$ cat src/rtl/dmaAlignPkg.sv
package dmaAlignPkg;

  typedef enum logic [1:0] {
    SZ_LONG = 2'b00,
    SZ_BYTE = 2'b01,
    SZ_WORD = 2'b10,
    SZ_RSVD = 2'b11
  } sizeCodeT;

  typedef struct packed {
    logic loadCfg;
    logic advance;
  } ctrlStrobeT;

  // code to byte width, reserved counts as a single byte
  function automatic logic [2:0] codeBytes(input logic [1:0] code);
    case (code)
      SZ_LONG: codeBytes = 3'd4;
      SZ_WORD: codeBytes = 3'd2;
      default: codeBytes = 3'd1;
    endcase
  endfunction

  function automatic logic misaligned(input logic [1:0] low, input logic [2:0] width);
    misaligned = (width == 3'd4) ? (low != 2'b00) :
                 (width == 3'd2) ? low[0] : 1'b0;
  endfunction

endpackage

$ cat src/rtl/dmaAlignSizer.sv
module dmaAlignSizer
  import dmaAlignPkg::*;
#(
  parameter int CNT_W = 24
) (
  input  logic             clk,
  input  logic             rstN,
  input  logic             active,
  input  logic             autoAlign,
  input  logic [1:0]       addrLow,
  input  logic [CNT_W-1:0] remCount,
  input  logic [2:0]       capBytes,
  output logic [2:0]       accBytes
);

  localparam int SMALL_LIMIT = 16;

  logic       cntSmall;
  logic [2:0] cntFit;
  logic [2:0] addrFit;
  logic [2:0] limit;
  logic [2:0] chosen;

  always_comb begin
    cntSmall = remCount < CNT_W'(SMALL_LIMIT);
    if (remCount >= CNT_W'(4))      cntFit = 3'd4;
    else if (remCount >= CNT_W'(2)) cntFit = 3'd2;
    else                            cntFit = 3'd1;
    if (addrLow == 2'b00)           addrFit = 3'd4;
    else if (!addrLow[0])           addrFit = 3'd2;
    else                            addrFit = 3'd1;
    // rule selection
    if (autoAlign && !cntSmall) limit = addrFit;
    else                        limit = cntFit;
    chosen   = (limit < capBytes) ? limit : capBytes;
    accBytes = active ? chosen : 3'd0;
  end

  // never overrun the remaining count
  a_r9_within_count: assert property (@(posedge clk) disable iff (!rstN)
    active |-> ({{(CNT_W-3){1'b0}}, accBytes} <= remCount));

  // address rule yields a naturally aligned access
  a_r4_addr_aligned: assert property (@(posedge clk) disable iff (!rstN)
    (active && autoAlign && remCount >= CNT_W'(SMALL_LIMIT)) |-> !misaligned(addrLow, accBytes));

endmodule

$ cat src/rtl/dmaAlignCtrl.sv
module dmaAlignCtrl
  import dmaAlignPkg::*;
#(
  parameter int CNT_W = 24
) (
  input  logic             clk,
  input  logic             rstN,
  input  logic             load,
  input  logic             step,
  input  logic [CNT_W-1:0] cfgCount,
  input  logic [CNT_W-1:0] remCount,
  input  logic [2:0]       accBytes,
  input  logic             aaMode,
  input  logic [1:0]       srcCode,
  input  logic [1:0]       dstCode,
  input  logic [1:0]       srcLow,
  input  logic [1:0]       dstLow,
  output ctrlStrobeT       strobe,
  output logic             active,
  output logic             alignSrc,
  output logic             alignDst,
  output logic [2:0]       capBytes,
  output logic [1:0]       alignedLow,
  output logic             cfgErr
);

  logic [2:0] srcBytes;
  logic [2:0] dstBytes;
  logic       srcWins;
  logic       lastAccess;
  logic       reservedUsed;
  logic       srcBad;
  logic       dstBad;

  always_comb begin
    srcBytes   = codeBytes(srcCode);
    dstBytes   = codeBytes(dstCode);
    srcWins    = srcBytes >= dstBytes;          // precedence, tie to source
    alignSrc   = active && aaMode && srcWins;
    alignDst   = active && aaMode && !srcWins;
    capBytes   = (!aaMode || srcWins) ? srcBytes : dstBytes;
    alignedLow = (!aaMode || srcWins) ? srcLow : dstLow;

    strobe.loadCfg = load;
    strobe.advance = step && active && !load;
    lastAccess     = remCount == {{(CNT_W-3){1'b0}}, accBytes};

    reservedUsed = (srcCode == SZ_RSVD) || (dstCode == SZ_RSVD);
    srcBad       = misaligned(srcLow, srcBytes);
    dstBad       = misaligned(dstLow, dstBytes);
    if (!active)     cfgErr = 1'b0;
    else if (aaMode) cfgErr = reservedUsed || (srcWins ? dstBad : srcBad);
    else             cfgErr = reservedUsed || srcBad || dstBad;
  end

  always_ff @(posedge clk or negedge rstN) begin
    if (!rstN)                              active <= 1'b0;
    else if (strobe.loadCfg)                active <= cfgCount != '0;
    else if (strobe.advance && lastAccess)  active <= 1'b0;
  end

  a_r3_single_side: assert property (@(posedge clk) disable iff (!rstN)
    $onehot0({alignSrc, alignDst}));

  // active ends exactly when the count is exhausted
  a_r9_idle_when_empty: assert property (@(posedge clk) disable iff (!rstN)
    (strobe.advance && lastAccess) |=> !active);

  a_r1_load_starts: assert property (@(posedge clk) disable iff (!rstN)
    (load && cfgCount != '0) |=> active);

endmodule

$ cat src/rtl/dmaAlignDatapath.sv
module dmaAlignDatapath
  import dmaAlignPkg::*;
#(
  parameter int ADDR_W = 32,
  parameter int CNT_W  = 24
) (
  input  logic              clk,
  input  logic              rstN,
  input  ctrlStrobeT        strobe,
  input  logic [ADDR_W-1:0] cfgSrcAddr,
  input  logic [ADDR_W-1:0] cfgDstAddr,
  input  logic [1:0]        cfgSrcSize,
  input  logic [1:0]        cfgDstSize,
  input  logic [CNT_W-1:0]  cfgCount,
  input  logic              cfgAutoAlign,
  input  logic              cfgSrcInc,
  input  logic              cfgDstInc,
  input  logic [2:0]        accBytes,
  input  logic              alignSrc,
  input  logic              alignDst,
  output logic [ADDR_W-1:0] srcAddr,
  output logic [ADDR_W-1:0] dstAddr,
  output logic [CNT_W-1:0]  remCount,
  output logic [1:0]        srcCode,
  output logic [1:0]        dstCode,
  output logic              aaMode
);

  logic              srcIncR;
  logic              dstIncR;
  logic [ADDR_W-1:0] stepAddr;
  logic [CNT_W-1:0]  stepCnt;

  assign stepAddr = {{(ADDR_W-3){1'b0}}, accBytes};
  assign stepCnt  = {{(CNT_W-3){1'b0}}, accBytes};

  always_ff @(posedge clk or negedge rstN) begin
    if (!rstN) begin
      srcAddr  <= '0;
      dstAddr  <= '0;
      remCount <= '0;
      srcCode  <= 2'b00;
      dstCode  <= 2'b00;
      aaMode   <= 1'b0;
      srcIncR  <= 1'b0;
      dstIncR  <= 1'b0;
    end else if (strobe.loadCfg) begin
      srcAddr  <= cfgSrcAddr;
      dstAddr  <= cfgDstAddr;
      remCount <= cfgCount;
      srcCode  <= cfgSrcSize;
      dstCode  <= cfgDstSize;
      aaMode   <= cfgAutoAlign;
      srcIncR  <= cfgSrcInc;
      dstIncR  <= cfgDstInc;
    end else if (strobe.advance) begin
      remCount <= remCount - stepCnt;
      if (alignSrc || srcIncR) srcAddr <= srcAddr + stepAddr;
      if (alignDst || dstIncR) dstAddr <= dstAddr + stepAddr;
    end
  end

  a_r9_count_drops: assert property (@(posedge clk) disable iff (!rstN)
    (strobe.advance && !strobe.loadCfg) |=> remCount == $past(remCount) - $past(stepCnt));

  a_r7_src_forced: assert property (@(posedge clk) disable iff (!rstN)
    (strobe.advance && alignSrc) |=> srcAddr == $past(srcAddr) + $past(stepAddr));

  a_r7_dst_forced: assert property (@(posedge clk) disable iff (!rstN)
    (strobe.advance && alignDst) |=> dstAddr == $past(dstAddr) + $past(stepAddr));

  a_r10_hold: assert property (@(posedge clk) disable iff (!rstN)
    (!strobe.advance && !strobe.loadCfg) |=> ($stable(srcAddr) && $stable(dstAddr) && $stable(remCount)));

endmodule

$ cat src/rtl/dmaAlignSeq.sv
module dmaAlignSeq
  import dmaAlignPkg::*;
#(
  parameter int ADDR_W = 32,
  parameter int CNT_W  = 24
) (
  input  logic              clk,
  input  logic              rstN,
  input  logic              load,
  input  logic              step,
  input  logic [ADDR_W-1:0] cfgSrcAddr,
  input  logic [ADDR_W-1:0] cfgDstAddr,
  input  logic [1:0]        cfgSrcSize,
  input  logic [1:0]        cfgDstSize,
  input  logic [CNT_W-1:0]  cfgCount,
  input  logic              cfgAutoAlign,
  input  logic              cfgSrcInc,
  input  logic              cfgDstInc,
  output logic              active,
  output logic [2:0]        accBytes,
  output logic              alignSrc,
  output logic              alignDst,
  output logic [ADDR_W-1:0] srcAddr,
  output logic [ADDR_W-1:0] dstAddr,
  output logic [CNT_W-1:0]  remCount,
  output logic              cfgErr
);

  ctrlStrobeT strobe;
  logic [1:0] srcCode;
  logic [1:0] dstCode;
  logic       aaMode;
  logic [2:0] capBytes;
  logic [1:0] alignedLow;

  dmaAlignCtrl #(.CNT_W(CNT_W)) u_ctrl (
    .clk        (clk),
    .rstN       (rstN),
    .load       (load),
    .step       (step),
    .cfgCount   (cfgCount),
    .remCount   (remCount),
    .accBytes   (accBytes),
    .aaMode     (aaMode),
    .srcCode    (srcCode),
    .dstCode    (dstCode),
    .srcLow     (srcAddr[1:0]),
    .dstLow     (dstAddr[1:0]),
    .strobe     (strobe),
    .active     (active),
    .alignSrc   (alignSrc),
    .alignDst   (alignDst),
    .capBytes   (capBytes),
    .alignedLow (alignedLow),
    .cfgErr     (cfgErr)
  );

  dmaAlignDatapath #(.ADDR_W(ADDR_W), .CNT_W(CNT_W)) u_dp (
    .clk          (clk),
    .rstN         (rstN),
    .strobe       (strobe),
    .cfgSrcAddr   (cfgSrcAddr),
    .cfgDstAddr   (cfgDstAddr),
    .cfgSrcSize   (cfgSrcSize),
    .cfgDstSize   (cfgDstSize),
    .cfgCount     (cfgCount),
    .cfgAutoAlign (cfgAutoAlign),
    .cfgSrcInc    (cfgSrcInc),
    .cfgDstInc    (cfgDstInc),
    .accBytes     (accBytes),
    .alignSrc     (alignSrc),
    .alignDst     (alignDst),
    .srcAddr      (srcAddr),
    .dstAddr      (dstAddr),
    .remCount     (remCount),
    .srcCode      (srcCode),
    .dstCode      (dstCode),
    .aaMode       (aaMode)
  );

  dmaAlignSizer #(.CNT_W(CNT_W)) u_sizer (
    .clk       (clk),
    .rstN      (rstN),
    .active    (active),
    .autoAlign (aaMode),
    .addrLow   (alignedLow),
    .remCount  (remCount),
    .capBytes  (capBytes),
    .accBytes  (accBytes)
  );

endmodule

$ cat config.mk
export PLATFORM = sky130hd
export DESIGN_NAME = dmaAlignSeq
export DESIGN_NICKNAME = d
export VERILOG_FILES = /design/src/rtl/dmaAlignPkg.sv /design/src/rtl/dmaAlignSizer.sv /design/src/rtl/dmaAlignCtrl.sv /design/src/rtl/dmaAlignDatapath.sv /design/src/rtl/dmaAlignSeq.sv
export SDC_FILE = /design/constraint.sdc
export NUM_CORES = 1
export LEC_CHECK = 0
export BUFFER_PORTS_ARGS = -buffer_cell sky130_fd_sc_hd__buf_4
export CORE_MARGIN = 3
export CORE_UTILIZATION = 25
export CTS_CLUSTER_DIAMETER = 50
export DETAILED_ROUTE_END_ITERATION = 16
export SLEW_MARGIN = 25
export SYNTH_ARGS = -nofsm -noshare
export SYNTH_HDL_FRONTEND = slang
export SYNTH_SLANG_ARGS = --single-unit
$ cat constraint.sdc
create_clock -name clk -period 5.52 [get_ports clk]
set_input_delay 0.276 -clock clk [delete_from_list [all_inputs] [get_ports clk]]
set_output_delay 0.276 -clock clk [all_outputs]
set_load 0.1 [all_outputs]
==> results of run 1 <==
-- cell usage after synthesis, types with 4 or more instances --
library cell / instances / share of area
nand2_1: 113 / 0.072
dfrtp_1: 96 / 0.41
o21ai_0: 82 / 0.069
xnor2_1: 59 / 0.087
nor2_1: 36 / 0.023
nor3_1: 35 / 0.030
inv_1: 28 / 0.018
clkbuf_1: 27 / 0.017
nor4_1: 27 / 0.029
mux2_2: 21 / 0.040
nand3_1: 21 / 0.018
xor2_1: 19 / 0.028
a21oi_1: 17 / 0.014
ha_1: 15 / 0.032
and3_1: 14 / 0.015
nand4_1: 10 / 0.011
mux2i_1: 6 / 0.010
or3_1: 5 / 0.0053
nand2b_1: 4 / 0.0042
nor4b_1: 4 / 0.0059
or4_1: 4 / 0.0051
-- cell type report --
cell class,count,area [sq um],share of cell area
Clock buffer,10,239,0.0295
Clock inverter,6,68.8,0.00850
Sequential cell,96,2410,0.297
Tap cell,313,392,0.0483
Inverter,28,105,0.0130
Multi-Input combinational cell,529,3320,0.410
Timing Repair Buffer,208,1560,0.193
-- cells by family (layout without fill, tap and decap cells) --
family	Yosys count	count (layout)	synth area share
compound gates	119	119	0.109
fa+ha+maj	18	18	0.0419
flops	96	96	0.407
mux	28	28	0.0527
buf+inv	61	252	0.0394
simple gates	286	286	0.235
xor+xnor	78	78	0.116
-- critical path: cells and delay by family (launching register included) --
family / cells / cell delay, ns
fa+ha+maj: 4 / 1.20
simple gates: 7 / 1.00
buf+inv: 4 / 0.61
xor+xnor: 1 / 0.14
compound gates: 7 / 1.47
flops: 1 / 0.43
mux: 1 / 0.12
-- power groups by stage --
stage                     clock, W  sequential [W]  combinational [W]
after floorplan                  0         0.00134           0.000359
after global placement           0        0.000883            0.00112
after detailed placement         0        0.000884            0.00113
after CTS                 0.000681        0.000871            0.00113
after global routing      0.000707        0.000885            0.00120
final                     0.000655        0.000871            0.00113
-- what timing repair did --
action,CTS,global route
buffers inserted,0,4
endpoints found under the hold margin,47,0
hold buffers,1,0
resized for setup,0,4
setup endpoints to repair,0,8
-- per-layer routing --
metal  GRT usage  vias to the layer above  share of wire
met4      0.0462                        0          0.015
met1       0.185                     2635           0.45
met3      0.0329                       18          0.054
li1            -                     2753              -
met5           0                        -              0
met2       0.237                      140           0.48
-- state kept, by name (all words and copies together), names as in the netlist --
signal,flops
u_dp.dstIncR,1
u_dp.aaMode,1
u_ctrl.active,1
u_dp.srcAddr,32
u_dp.dstAddr,32
u_dp.dstCode,2
u_dp.remCount,24
u_dp.srcIncR,1
u_dp.srcCode,2
-- path summary, 6_finish.rpt --
path                            slack, ns  cells past startpoint          endpoint
worst max-delay path                 0.41                     24  u_dp.srcAddr[28]
worst min-delay path                 0.13                      3   u_dp.srcAddr[6]
worst max register to register       0.41                     24  u_dp.srcAddr[28]
worst min register to register       0.54                      1      u_dp.srcIncR
max in group asynchronous            3.93                      3  u_dp.dstAddr[10]
min in group asynchronous            0.48                      2   u_dp.srcAddr[3]
-- per-stage QoR --
| step | instance area, sq um | total power, W | util |
|---|---|---|---|
| floorplan | 5940 | 0.00170 | - |
| global placement | 7740 | 0.00201 | 0.338 |
| detailed placement | 7740 | 0.00201 | 0.338 |
| CTS | 8050 | 0.00268 | 0.351 |
| global route | 8100 | 0.00279 | 0.353 |
| finish | 8100 | 0.00265 | 0.353 |
==> results.json, run 1 <==
{
  "internal_power_w": 0.00144,
  "post-place-cells": 1169,
  "critical-path-slowest-cell": "dfrtp_1",
  "p_sw_w": 0.00121,
  "cp.arrival_ns": 5.33,
  "clock-sinks": 96,
  "critPathKind": "reg -> reg",
  "most_common_cell_after_layout_fill_and_taps_aside": "buf_4",
  "grt_antenna_before_repair": 0,
  "net_count_reported_at_finish": 989,
  "initial_utilization": 0.258,
  "wire_per_inst_microns": 15.6,
  "worst_setup_path_start_kind": "register",
  "floorplan.io_pins": 194,
  "post-place-ws_ns": 0.353,
  "num-fill-cells": 2409,
  "share_clk_of_total_power": 0.247,
  "final_hold_viol_count": 0,
  "drt_wl_total_microns": 18600,
  "clkTransAtPathRegs_ns": 0.07,
  "postSynthRegisterBits": 96,
  "layout_min_cycle_time_ns": 5.11,
  "postRouteAntennaNets": 0,
  "clk_latency_ns": 0.35,
  "finalCritPeriodShare": 0.927,
  "worstPathMaxFanout": 7,
  "clock_tree_from_tritoncts": "built",
  "hold_class": "in -> reg",
  "hp_start": "cfgSrcAddr[6]",
  "clock_path_buffers": 2,
  "numPortBuffers": 193,
  "setup_viol": 0,
  "timing.final.ws_setup_ns": 0.405,
  "run_status": "finished, final reports clean",
  "synth_edf_count": 0,
  "coreArea_sq_mm": 0.0229,
  "vdd_drop_max_uv": 118,
  "final_cell_mix": "207 x buf_4, 113 x nand2_1, 90 x dfrtp_1",
  "syn_area_per_cell_sq_um": 8.61,
  "grt_max_degree": 69,
  "grt_pass1_wl_microns": 29800,
  "pwr_cell_area_mw_per_mm2": 328,
  "yosys.cell_types.count": 46,
  "worstPathRequired_ns": 5.73,
  "fin_worst_skew_ns": 0.00940,
  "layoutNonFillerInstCount": 1190,
  "path_cells": "or2_2 > ha_1 > a21oi_1 > o21ai_1 > buf_4 > mux2i_1 > o31ai_1 > ha_1 > nor2_1 > nor2_1 > nor2_1 > o21ai_0 > a31oi_4 > ha_1 > inv_1 > fa_1 > nand2b_1 > a2111oi_1 > buf_4 > nand4_1 > buf_4 > nor3_2 > xnor2_1 > o21ai_0",
  "sw_frac_of_total": 0.457,
  "r2r_start": "u_dp.dstCode[0]",
  "achievable-frequency_mhz": 196,
  "count_of_mapped_cells_out_of_synthesis": 686,
  "synthToLayoutAreaGrowth_pct": 37.1,
  "power_leakage_nw": 3.46,
  "floorplan.die.height_microns": 160,
  "final.setup.tns_ns": 0,
  "sequential_area_share_after_synthesis": 0.407,
  "yosysWarnings": 0,
  "drc": 0,
  "synth_async_sr_flop_share": 1.00,
  "max-cap-violations": 0,
  "unrepaired_setup_endpoints_after_global_routing": "false",
  "seqPwrFrac": 0.328,
  "n_antenna_cell": 0,
  "routabilityCongestion": 0.797,
  "worst_path_largest_cell_delay_ns": 0.43,
  "post_synth_instance_area_sq_mm": 0.00591,
  "timing.critical_path.from": "u_dp.dstCode[0]",
  "postSynthNetCount": 803,
  "number_of_global_route_vias_before_repair": 5476,
  "portion_of_total_power_attributed_to_combinational_logic": 0.425,
  "final_layout_size_suffix_gt1_frac": 0.298,
  "floorplan.die.width_microns": 160,
  "drtIter0Drc": 334,
  "die-area_sq_mm": 0.0255,
  "holdWs_ns": 0.129,
  "cts-htree-levels": 3,
  "cts_buffers": 9,
  "grt_usage": 0.143,
  "hpwlAfterDp_microns": 14100,
  "cts_root_buffer": "clkbuf_16",
  "predominant_post_synthesis_flop_cell": "dfrtp_1",
  "crit_path_end_kind": "register",
  "via_density_per_instance": 4.66,
  "detail_route.first_pass.iterations": 6,
  "grt_remaining_overflow": 0,
  "tightest_slew_ns": 0.687,
  "max-slew-margin-rel": 0.538,
  "final_max_slew_viol_count": 0,
  "row_count": 55,
  "vias": 5546
}
Power figures use the tool's default switching activity.
==> run 2: changes to the inputs <==
--- a/config.mk
+++ b/config.mk
@@ -5,11 +5,12 @@
 export SDC_FILE = /design/constraint.sdc
 export NUM_CORES = 1
 export LEC_CHECK = 0
-export BUFFER_PORTS_ARGS = -buffer_cell sky130_fd_sc_hd__buf_4
+export ABC_AREA = 1
 export CORE_MARGIN = 3
 export CORE_UTILIZATION = 25
 export CTS_CLUSTER_DIAMETER = 50
 export DETAILED_ROUTE_END_ITERATION = 16
+export DONT_BUFFER_PORTS = 1
 export SLEW_MARGIN = 25
 export SYNTH_ARGS = -nofsm -noshare
 export SYNTH_HDL_FRONTEND = slang
==> results.json, run 2 <==
{
  "grt_antenna_before_repair": 1,
  "fin_worst_skew_ns": 0.0151,
  "cts_buffers": 9,
  "hpwlAfterDp_microns": 20400,
  "final_cell_mix": "267 x nand2_1, 137 x inv_1, 129 x nor2_1",
  "timing.critical_path.from": "u_dp.dstCode[1]",
  "drc": 0,
  "synthTopCellsByCount": "267 x nand2_1, 138 x inv_1, 130 x nor2_1",
  "grt_remaining_overflow": 0,
  "postRouteAntennaNets": 0,
  "cts_root_buffer": "clkbuf_16",
  "drtIter0Drc": 575,
  "achievable-frequency_mhz": 197,
  "die-area_sq_mm": 0.0310,
  "initial_utilization": 0.257,
  "max-slew-margin-rel": 0.267,
  "critical_path.most_common_cell": "nand2_1",
  "count_of_mapped_cells_out_of_synthesis": 1079,
  "clkTransAtPathRegs_ns": 0.08,
  "ys_top_cells_by_area": "dfrtp_1 33%, nand2_1 14%, inv_1 7.2%",
  "n_antenna_cell": 0,
  "layout_min_cycle_time_ns": 5.07,
  "clock-sinks": 96,
  "net_count_reported_at_finish": 1211,
  "hold_class": "in -> reg",
  "critical-path-slowest-cell": "dfrtp_1",
  "holdWs_ns": 0.0433,
  "postSynthNetCount": 1196,
  "detail_route.first_pass.iterations": 5,
  "synth_top_cell_area_share": 0.332,
  "crit_path_end_kind": "register",
  "wire_per_inst_microns": 18.0,
  "run_status": "finished, final reports clean",
  "cp.arrival_ns": 5.36,
  "predominant_post_synthesis_flop_cell": "dfrtp_1",
  "drt_wl_total_microns": 26600,
  "cts-htree-levels": 3,
  "worst_setup_path_start_kind": "register",
  "num-fill-cells": 3087,
  "clk_latency_ns": 0.36,
  "synthDominantAreaCellType": "dfrtp_1",
  "worst_path_largest_cell_delay_ns": 0.41,
  "most_common_cell_after_layout_fill_and_taps_aside": "nand2_1",
  "post_synth_instance_area_sq_mm": 0.00723,
  "path_buf_inv": 5,
  "floorplan.io_pins": 194,
  "worstPathMaxFanout": 6,
  "clock_tree_from_tritoncts": "built",
  "hp_start": "cfgCount[11]",
  "unrepaired_setup_endpoints_after_global_routing": "false",
  "yosysWarnings": 0,
  "yosys.cell_count.top_type": "nand2_1",
  "synthToLayoutAreaGrowth_pct": 12.8,
  "postSynthRegisterBits": 96,
  "number_of_global_route_vias_before_repair": 7251,
  "crit_family": "simple AND/OR/NAND/NOR gates",
  "final_layout_size_suffix_gt1_frac": 0.0855,
  "setup_viol": 0,
  "routabilityCongestion": 0.878,
  "syn_area_per_cell_sq_um": 6.70,
  "grt_max_degree": 97,
  "vdd_drop_max_uv": 146,
  "critPathKind": "reg -> reg",
  "finalCritPeriodShare": 0.918,
  "sequential_area_share_after_synthesis": 0.332,
  "final_hold_viol_count": 0,
  "layoutNonFillerInstCount": 1477,
  "clock_path_buffers": 2,
  "numPortBuffers": 0,
  "max-cap-violations": 0,
  "floorplan.die.width_microns": 176,
  "floorplan.die.height_microns": 176,
  "grt_usage": 0.169,
  "coreArea_sq_mm": 0.0282,
  "worstPathRequired_ns": 5.81,
  "vias": 7456,
  "final_max_slew_viol_count": 0,
  "r2r_start": "u_dp.dstCode[1]",
  "via_density_per_instance": 5.05,
  "grt_pass1_wl_microns": 41700,
  "power_leakage_nw": 3.61,
  "row_count": 61,
  "pwr_cell_area_mw_per_mm2": 442,
  "synth_edf_count": 0,
  "post-place-cells": 1459,
  "yosys.cell_types.count": 48,
  "registers_with_the_highest_flip_flop_counts": "u_dp.dstAddr (32), u_dp.srcAddr (32), u_dp.remCount (24)",
  "synth_async_sr_flop_share": 1.00,
  "final.setup.tns_ns": 0,
  "tightest_slew_ns": 1.10
}
==> run 2: cell count changes after synthesis, sizes merged, moves of 14 or more <==
cell / change
nand2: +155
inv: +114
nor2: +100
nand3: +66
xnor2: -54
o211ai: +23
mux2: -22
nor4: -21
o22ai: +16
and3: -14
==> run 2: path summary, 6_finish.rpt <==
kind / cells past startpoint / end / slack (ns)
max: 27 / u_dp.remCount[22] / 0.45
min: 2 / u_dp.remCount[11] / 0.04
max reg2reg: 27 / u_dp.remCount[22] / 0.45
min reg2reg: 2 / u_dp.srcIncR / 0.51
max in group asynchronous: 2 / u_dp.srcAddr[24] / 4.49
min in group asynchronous: 2 / u_dp.srcIncR / 0.54
==> run 2: repair_timing <==
action | 4_1_cts | 5_1_grt
hold buffers | 2 | 0
hold endpoints to repair | 96 | 0
buffers inserted | 0 | 0
endpoints found under the setup margin | 0 | 10
resized for setup | 0 | 4
==> run 2: cell type report <==
cell class,instances,area [sq um],share of cell area
multi-input combinational,803,4120,0.505
inverter,143,543,0.0666
tap,378,473,0.0580
clock buffer,9,225,0.0276
clock inverter,7,56.3,0.00690
timing repair buffer,41,334,0.0409
sequential,96,2400,0.295
==> run 2: metal layers <==
layer / up-vias / track usage / wire length (microns)
met1: 3528 / 0.215 / 11000
li1: 3590 / - / -
met2: 295 / 0.277 / 12300
met5: - / 0 / 13
met4: 2 / 0.0468 / 611
met3: 41 / 0.0544 / 2570
==> run 2: metrics by stage <==
stage          total power, W   util  cell area (sq um)  setup slack (ns)
3_3_place_gp          0.00295  0.278               7830             0.519
5_1_grt               0.00381  0.290               8160            0.0211
2_1_floorplan         0.00263      -               7240             0.228
6_report              0.00361  0.290               8160             0.450
3_5_place_dp          0.00297  0.278               7830             0.307
4_1_cts               0.00363  0.289               8150             0.299
==> run 2: where the power goes <==
| group | internal [W] | total [W] | switching (W) | leakage, nW |
|---|---|---|---|---|
| Sequential | 0.000816 | 0.00170 | 0.000879 | 1.14 |
| Combinational | 0.000337 | 0.00127 | 0.000936 | 2.33 |
| Clock | 0.000313 | 0.000641 | 0.000329 | 0.135 |
==> run 2: kinds of logic after synthesis <==
logic type | after synthesis | share of synthesized area
adders and majority gates | 18 | 0.0343
DFF | 96 | 0.332
AOI/OAI and AO/OA | 194 | 0.165
and+or+nand+nor | 558 | 0.329
buffers and inverters | 180 | 0.0993
xor gates and xnor gates | 33 | 0.0400
